[config.mk]
export PLATFORM = sky130hd
export DESIGN_NAME = sram_strobe_ctrl
export DESIGN_NICKNAME = d
export VERILOG_FILES = /design/src/rtl/sram_ctrl_pkg.sv /design/src/rtl/sram_phase_timer.sv /design/src/rtl/sram_rd_capture.sv /design/src/rtl/sram_strobe_ctrl.sv
export SDC_FILE = /design/constraint.sdc
export NUM_CORES = 1
export LEC_CHECK = 0
export ABC_AREA = 1
export BUFFER_PORTS_ARGS = -buffer_cell sky130_fd_sc_hd__buf_2
export CELL_PAD_IN_SITES_DETAIL_PLACEMENT = 0
export CELL_PAD_IN_SITES_GLOBAL_PLACEMENT = 1
export CORE_MARGIN = 1.5
export CORE_UTILIZATION = 38
export CTS_CLUSTER_DIAMETER = 50
export DETAILED_ROUTE_END_ITERATION = 10
export PLACE_DENSITY_LB_ADDON = 0.1
export REMOVE_ABC_BUFFERS = 1
export SKIP_CTS_REPAIR_TIMING = 1
export SYNTH_ARGS = -nofsm -noshare
export SYNTH_HDL_FRONTEND = slang
export SYNTH_SLANG_ARGS = --single-unit
[constraint.sdc]
create_clock -name clk -period 3.05 [get_ports clk]
set_input_delay 0.1525 -clock clk [delete_from_list [all_inputs] [get_ports clk]]
set_output_delay 0.1525 -clock clk [all_outputs]
set_load 0.01 [all_outputs]
[src/rtl/sram_ctrl_pkg.sv]
package sram_ctrl_pkg;

    typedef enum logic [2:0] {
        ST_IDLE       = 3'd0,
        ST_RD_ACCESS  = 3'd1,
        ST_RD_CAPTURE = 3'd2,
        ST_TURN       = 3'd3,
        ST_WR_SETUP   = 3'd4,
        ST_WR_PULSE   = 3'd5,
        ST_WR_RECOVER = 3'd6
    } ctl_state_e;

    function automatic int max2(input int a, input int b);
        return (a > b) ? a : b;
    endfunction

endpackage

[src/rtl/sram_phase_timer.sv]
module sram_phase_timer #(
    parameter int CW = 3
) (
    input  logic          clk,
    input  logic          rst_n,
    input  logic          load_i,
    input  logic [CW-1:0] len_i,
    output logic          expired_o
);

    logic [CW-1:0] cnt_d, cnt_q;

    always_comb begin
        cnt_d = cnt_q;
        if (load_i) begin
            cnt_d = len_i - CW'(1);
        end else if (cnt_q != '0) begin
            cnt_d = cnt_q - CW'(1);
        end
    end

    always_ff @(posedge clk or negedge rst_n) begin
        if (!rst_n) cnt_q <= '0;
        else        cnt_q <= cnt_d;
    end

    assign expired_o = (cnt_q == '0);

endmodule

[src/rtl/sram_rd_capture.sv]
module sram_rd_capture #(
    parameter int DW = 8
) (
    input  logic          clk,
    input  logic          rst_n,
    input  logic          take_i,
    input  logic [DW-1:0] dq_i,
    output logic [DW-1:0] rdata_o,
    output logic          rvalid_o
);

    logic [DW-1:0] rdata_d, rdata_q;
    logic          rvalid_d, rvalid_q;

    always_comb begin
        rdata_d  = take_i ? dq_i : rdata_q;
        rvalid_d = take_i;
    end

    always_ff @(posedge clk or negedge rst_n) begin
        if (!rst_n) begin
            rdata_q  <= '0;
            rvalid_q <= 1'b0;
        end else begin
            rdata_q  <= rdata_d;
            rvalid_q <= rvalid_d;
        end
    end

    assign rdata_o  = rdata_q;
    assign rvalid_o = rvalid_q;

    a_r4_rvalid_single: assert property (@(posedge clk) disable iff (!rst_n)
        rvalid_q |=> !rvalid_q);

endmodule

[src/rtl/sram_strobe_ctrl.sv]
module sram_strobe_ctrl
    import sram_ctrl_pkg::*;
#(
    parameter int AW      = 19,
    parameter int DW      = 8,
    parameter int TRD_CYC = 5,   // access time, >= 1
    parameter int TSU_CYC = 1,   // address/data setup before the pulse, >= 1
    parameter int TWP_CYC = 3,   // minimum write-enable low time
    parameter int TDS_CYC = 2,   // data valid before the write ends
    parameter int TWR_CYC = 1,   // recovery after write enable rises
    parameter int TWC_CYC = 5,   // minimum full write cycle
    parameter int TTURN_CYC = 2  // RAM output release after a read
) (
    input  logic          clk,
    input  logic          rst_n,
    input  logic          req_i,
    input  logic          wr_i,
    input  logic [AW-1:0] addr_i,
    input  logic [DW-1:0] wdata_i,
    output logic          ready_o,
    output logic [DW-1:0] rdata_o,
    output logic          rvalid_o,
    output logic [AW-1:0] ram_addr_o,
    output logic          ram_sel_n_o,
    output logic          ram_sel_o,
    output logic          ram_rd_n_o,
    output logic          ram_wr_n_o,
    output logic [DW-1:0] ram_dq_o,
    output logic          ram_dq_en_o,
    input  logic [DW-1:0] ram_dq_i
);

    localparam int PULSE_LEN = max2(TWP_CYC, TDS_CYC - TSU_CYC);
    localparam int REC_LEN   = max2(TWR_CYC, TWC_CYC - TSU_CYC - PULSE_LEN);
    localparam int MAX_LEN   = max2(max2(TRD_CYC, TSU_CYC),
                                    max2(max2(PULSE_LEN, REC_LEN), TTURN_CYC));
    localparam int CW        = $clog2(MAX_LEN + 1);

    typedef struct packed {
        ctl_state_e    st;
        logic [AW-1:0] addr;
        logic [DW-1:0] wdata;
        logic          sel;
        logic          oe;
        logic          we;
        logic          drv;
        logic          after_rd;
    } ctl_t;

    ctl_t          c_d, c_q;
    logic          load;
    logic [CW-1:0] len;
    logic          expired;
    logic          take;

    sram_phase_timer #(.CW(CW)) u_timer (
        .clk       (clk),
        .rst_n     (rst_n),
        .load_i    (load),
        .len_i     (len),
        .expired_o (expired)
    );

    sram_rd_capture #(.DW(DW)) u_capture (
        .clk      (clk),
        .rst_n    (rst_n),
        .take_i   (take),
        .dq_i     (ram_dq_i),
        .rdata_o  (rdata_o),
        .rvalid_o (rvalid_o)
    );

    always_comb begin
        c_d  = c_q;
        load = 1'b0;
        len  = '0;
        take = 1'b0;
        unique case (c_q.st)
            ST_IDLE: begin
                if (req_i) begin
                    c_d.addr     = addr_i;
                    c_d.after_rd = 1'b0;
                    load         = 1'b1;
                    if (wr_i) begin
                        c_d.wdata = wdata_i;
                        if (c_q.after_rd) begin
                            c_d.st = ST_TURN;
                            len    = CW'(TTURN_CYC);
                        end else begin
                            c_d.st = ST_WR_SETUP;
                            len    = CW'(TSU_CYC);
                        end
                    end else begin
                        c_d.st = ST_RD_ACCESS;
                        len    = CW'(TRD_CYC);
                    end
                end
            end
            ST_RD_ACCESS: begin
                if (expired) c_d.st = ST_RD_CAPTURE;
            end
            ST_RD_CAPTURE: begin
                take         = 1'b1;
                c_d.after_rd = 1'b1;
                c_d.st       = ST_IDLE;
            end
            ST_TURN: begin
                if (expired) begin
                    c_d.st = ST_WR_SETUP;
                    load   = 1'b1;
                    len    = CW'(TSU_CYC);
                end
            end
            ST_WR_SETUP: begin
                if (expired) begin
                    c_d.st = ST_WR_PULSE;
                    load   = 1'b1;
                    len    = CW'(PULSE_LEN);
                end
            end
            ST_WR_PULSE: begin
                if (expired) begin
                    c_d.st = ST_WR_RECOVER;
                    load   = 1'b1;
                    len    = CW'(REC_LEN);
                end
            end
            ST_WR_RECOVER: begin
                if (expired) c_d.st = ST_IDLE;
            end
            default: c_d.st = ST_IDLE;
        endcase

        // strobes are registered from the next state
        c_d.oe  = (c_d.st == ST_RD_ACCESS) || (c_d.st == ST_RD_CAPTURE);
        c_d.we  = (c_d.st == ST_WR_PULSE);
        c_d.drv = (c_d.st == ST_WR_SETUP) || (c_d.st == ST_WR_PULSE) ||
                  (c_d.st == ST_WR_RECOVER);
        c_d.sel = c_d.oe || c_d.drv;
    end

    always_ff @(posedge clk or negedge rst_n) begin
        if (!rst_n) begin
            c_q <= '{st: ST_IDLE, addr: '0, wdata: '0, sel: 1'b0, oe: 1'b0,
                     we: 1'b0, drv: 1'b0, after_rd: 1'b0};
        end else begin
            c_q <= c_d;
        end
    end

    assign ready_o     = (c_q.st == ST_IDLE);
    assign ram_addr_o  = c_q.addr;
    assign ram_sel_n_o = !c_q.sel;
    assign ram_sel_o   = c_q.sel;
    assign ram_rd_n_o  = !c_q.oe;
    assign ram_wr_n_o  = !c_q.we;
    assign ram_dq_o    = c_q.wdata;
    assign ram_dq_en_o = c_q.drv;

    // length of the current write-enable low run, for the width check
    logic [CW-1:0] we_run_q;
    always_ff @(posedge clk or negedge rst_n) begin
        if (!rst_n)                                 we_run_q <= '0;
        else if (ram_wr_n_o)                        we_run_q <= '0;
        else if (we_run_q != {CW{1'b1}})            we_run_q <= we_run_q + CW'(1);
    end

    a_r1_reset_strobes: assert property (@(posedge clk)
        !rst_n |-> (ram_sel_n_o && !ram_sel_o && ram_rd_n_o && ram_wr_n_o && !ram_dq_en_o));

    a_r2_accept_drops_ready: assert property (@(posedge clk) disable iff (!rst_n)
        (req_i && ready_o) |=> !ready_o);

    a_r4_rvalid_with_ready: assert property (@(posedge clk) disable iff (!rst_n)
        rvalid_o |-> ready_o);

    a_r5_no_oe_while_writing: assert property (@(posedge clk) disable iff (!rst_n)
        !ram_wr_n_o |-> (ram_dq_en_o && ram_rd_n_o && !ram_sel_n_o && ram_sel_o));

    a_r5_drive_excludes_oe: assert property (@(posedge clk) disable iff (!rst_n)
        ram_dq_en_o |-> ram_rd_n_o);

    a_r6_pulse_width: assert property (@(posedge clk) disable iff (!rst_n)
        $rose(ram_wr_n_o) |-> (we_run_q >= CW'(PULSE_LEN)));

    a_r7_addr_steady: assert property (@(posedge clk) disable iff (!rst_n)
        (ram_sel_o && $past(ram_sel_o)) |-> $stable(ram_addr_o));

    a_r8_release_before_drive: assert property (@(posedge clk) disable iff (!rst_n)
        $rose(ram_dq_en_o) |-> ($past(ram_rd_n_o, 1) && $past(ram_rd_n_o, 2)));

    a_r9_idle_released: assert property (@(posedge clk) disable iff (!rst_n)
        ready_o |-> (ram_sel_n_o && !ram_sel_o && ram_rd_n_o && !ram_dq_en_o));

endmodule

==> summary.md <==
| Metric | Value |
|---|---|
| Residual DRC count | `0` |
| Die height | `79.2 um` |
| Clock Skew | `0.00802 ns` |
| Tightest Hold Check Type | `in -> async` |
| Vias in the first global route | `1740` |
| Post-synth EDFFs | `0` |
| Drt pass-1 iters | `6` |
| Total GRT Usage | `0.154` |
| CP top delay family | `simple AND/OR/NAND/NOR gates` |
| Grt ovf | `0` |
| Library cells used by synthesis | `20` |
| Worst slew pin tran | `1.03 ns` |
| VDD IR max | `0.317 mV` |
| First-pass GRT wire length | `7.62 mm` |
| Crit path kind | `reg -> reg` |
| Diodes inserted | `0` |
| Area leader, netlist | `dfrtp_1` |
| Synth top area share | `0.533` |
| Buf/Inv on CP | `3` |
| Clock Latency Late Sink | `0.29 ns` |
| Area delta synth->final | `15.9%` |
| CTS Root Cell | `clkbuf_8` |
| Status | `complete, no violations` |
| Startpoint types | `flop` |
| P_int | `1.57 mW` |
| Row count | `27` |
| Crit-path most repeated cell | `inv_1` |
| Vias/cell | `4.32` |
| Met1 wire length | `1.96 mm` |
| Initial Util | `0.398` |
| Final worst slack | `1.14 ns` |
| CTS max path bufs | `2` |
| Clk sinks | `47` |
| Wire length on met3 | `209 um` |
| Synth Flop Type | `dfrtp_1` |
| Synth Register Bits | `47` |
| Layout Utilization | `0.462` |
| Warnings from Yosys | `0` |
| Total die area | `6270 um2` |
| Sequential share of power | `0.419` |
| Synthesized area per cell | `8.20 um2` |
| Cell leakage power | `1.50 nW` |
| H-Tree Depth | `2` |
| Combinational share of power | `0.428` |
| Fin. Hold Viols | `0` |
| Fmax | `525 MHz` |
| Min Tclk post-route | `1.91 ns` |
| Vias | `1719` |
| Dominant cells by area after synthesis | `dfrtp_1 53%, nand2_1 21%, buf_4 9.5%` |
| RSZ-0062 raised after global routing | `no` |
| Cts bufs inserted | `5` |
| Max incr delay on CP | `0.49 ns` |
| IO buf count | `80` |
| CTS tree | `built` |
| Crit path cell chain | `clkinv_1, nand2_2, nor2_4, nand2_1, o21ai_0, inv_1, nor2_1, ha_1, or2_1, inv_1` |
| CP Data Arrival Time | `2.14 ns` |
| Sequential share of the synthesized area | `0.533` |
| WL final | `4.35 mm` |
| Synth cell count leaders | `122 x nand2_1, 47 x dfrtp_1, 28 x buf_4` |
| Largest net degree at the start of global routing | `48` |
| Initial antenna violation count | `0` |
| Number of max-cap violations | `0` |
| Detailed Route Iter0 Violations | `85` |
| Crit share post-route | `0.625` |
| Worst-path clk slew | `0.09 ns` |
| Core area | `5540 um2` |
| Worst EP required | `3.28 ns` |
| Async SR Flop Fraction | `1.00` |
| Clock Power Share | `0.153` |
| # IOs | `81` |
| Top-count cell post-synth | `nand2_1` |
| Die width | `79.2 um` |
| Post-DRT Antenna Nets | `0` |
| PD cells | `1030 nW/um2` |
| Hpwl dp | `3.14 mm` |
| Top layer in use | `met4` |
| Met2 WL post-DR | `2.16 mm` |
| Endpoints failing setup | `0` |
| Pre-CTS setup slack | `1.18 ns` |
| Worst Setup End Kind | `flop` |
| Final net count | `365` |
| Crit path max-delay cell type | `dfrtp_1` |
| Cell Area, Synth | `2210 um2` |
| Slew margin rel. | `0.316` |
| Setup tns final | `0 ns` |
| Psw | `1.06 mW` |
| Routed len/inst | `10.9 um` |
| Worst-path fanout max | `15` |
| Net Sw Frac | `0.404` |
| Power Total | `2.63 mW` |
| Mapped Cells | `269` |
| Final Max Slew Viols | `0` |
| Gp weighted congestion | `0.774` |
| Ratio of cells with drive above 1 in the final layout | `0.294` |
==> through the flow <==
stage	std cells	hold WS, ns	area, um2
3_3_place_gp	390	0.352	2460
2_1_floorplan	236	-0.143	1950
3_5_place_dp	390	0.356	2460
6_report	398	0.0285	2560
4_1_cts	398	0.0473	2560
5_1_grt	398	0.0529	2560
==> power by group through the flow <==
stage	sequential, mW	combinational [mW]	clock, mW
after global placement	1.11	1.14	0
final	1.10	1.12	0.403
after detailed placement	1.11	1.15	0
after floorplan	1.22	0.584	0
after global routing	1.14	1.31	0.443
after CTS	1.11	1.15	0.419
==> final timing paths <==
kind | from | to | slack, ns | cells past startpoint
setup reg to reg | c_q[32] | u_timer.cnt_q[1] | 1.14 | 10
hold reg to reg | u_capture.rdata_o[3] | u_capture.rdata_o[3] | 0.47 | 2
hold / removal | rst_n | ram_sel_o | 0.03 | 1
max in group asynchronous | rst_n | u_capture.rdata_o[7] | 2.38 | 1
min in group clk | addr_i[6] | ram_addr_o[6] | 0.06 | 3
setup / recovery | c_q[32] | u_timer.cnt_q[1] | 1.14 | 10
==> registers in the layout, indices dropped and copies added (netlist names) <==
name                count
ram_dq_en_o             1
u_capture.rvalid_o      1
ram_sel_o               1
u_capture.rdata_o       8
c_q                     6
ram_dq_o                8
u_timer.cnt_q           3
ram_addr_o             19
==> worst reg2reg max path: stages, from the launching register on <==
cell and delay [ns]:
dfrtp_1 0.49, clkinv_1 0.11, nand2_2 0.07, nor2_4 0.27, nand2_1 0.15, o21ai_0 0.10, inv_1 0.07, nor2_1 0.09
ha_1 0.22, or2_1 0.22, inv_1 0.05
==> kinds of logic after synthesis <==
kind of cell	synth area share
simple gates	0.305
flops	0.533
compound gates	0.00907
buf+inv	0.147
fa+ha+maj	0.00567
==> layout by cell type (no fill, tap or decap), types with 2 or more instances in the layout <==
cell      instances
nand2_1         122
buf_2            80
dfrtp_1          47
nor2_1           20
inv_1            14
nand3_1          14
clkbuf_8          7
inv_2             3
nand4_1           3
o21ai_0           3
clkinv_1          2
buf_4             2
==> per-layer routing <==
layer,vias to the layer above,track usage
li1,904,-
met1,767,0.182
met2,46,0.278
met3,2,0.0322
met4,0,0.0526
met5,-,0
==> cell type report <==
type / count / area [um2]
Fill cell: 595 / 2980
Timing Repair Buffer: 82 / 415
Multi-Input combinational cell: 170 / 706
Inverter: 19 / 71.3
Tap cell: 72 / 90.1
Clock buffer: 8 / 100
Sequential cell: 47 / 1180
Power figures use the tool's default switching activity.
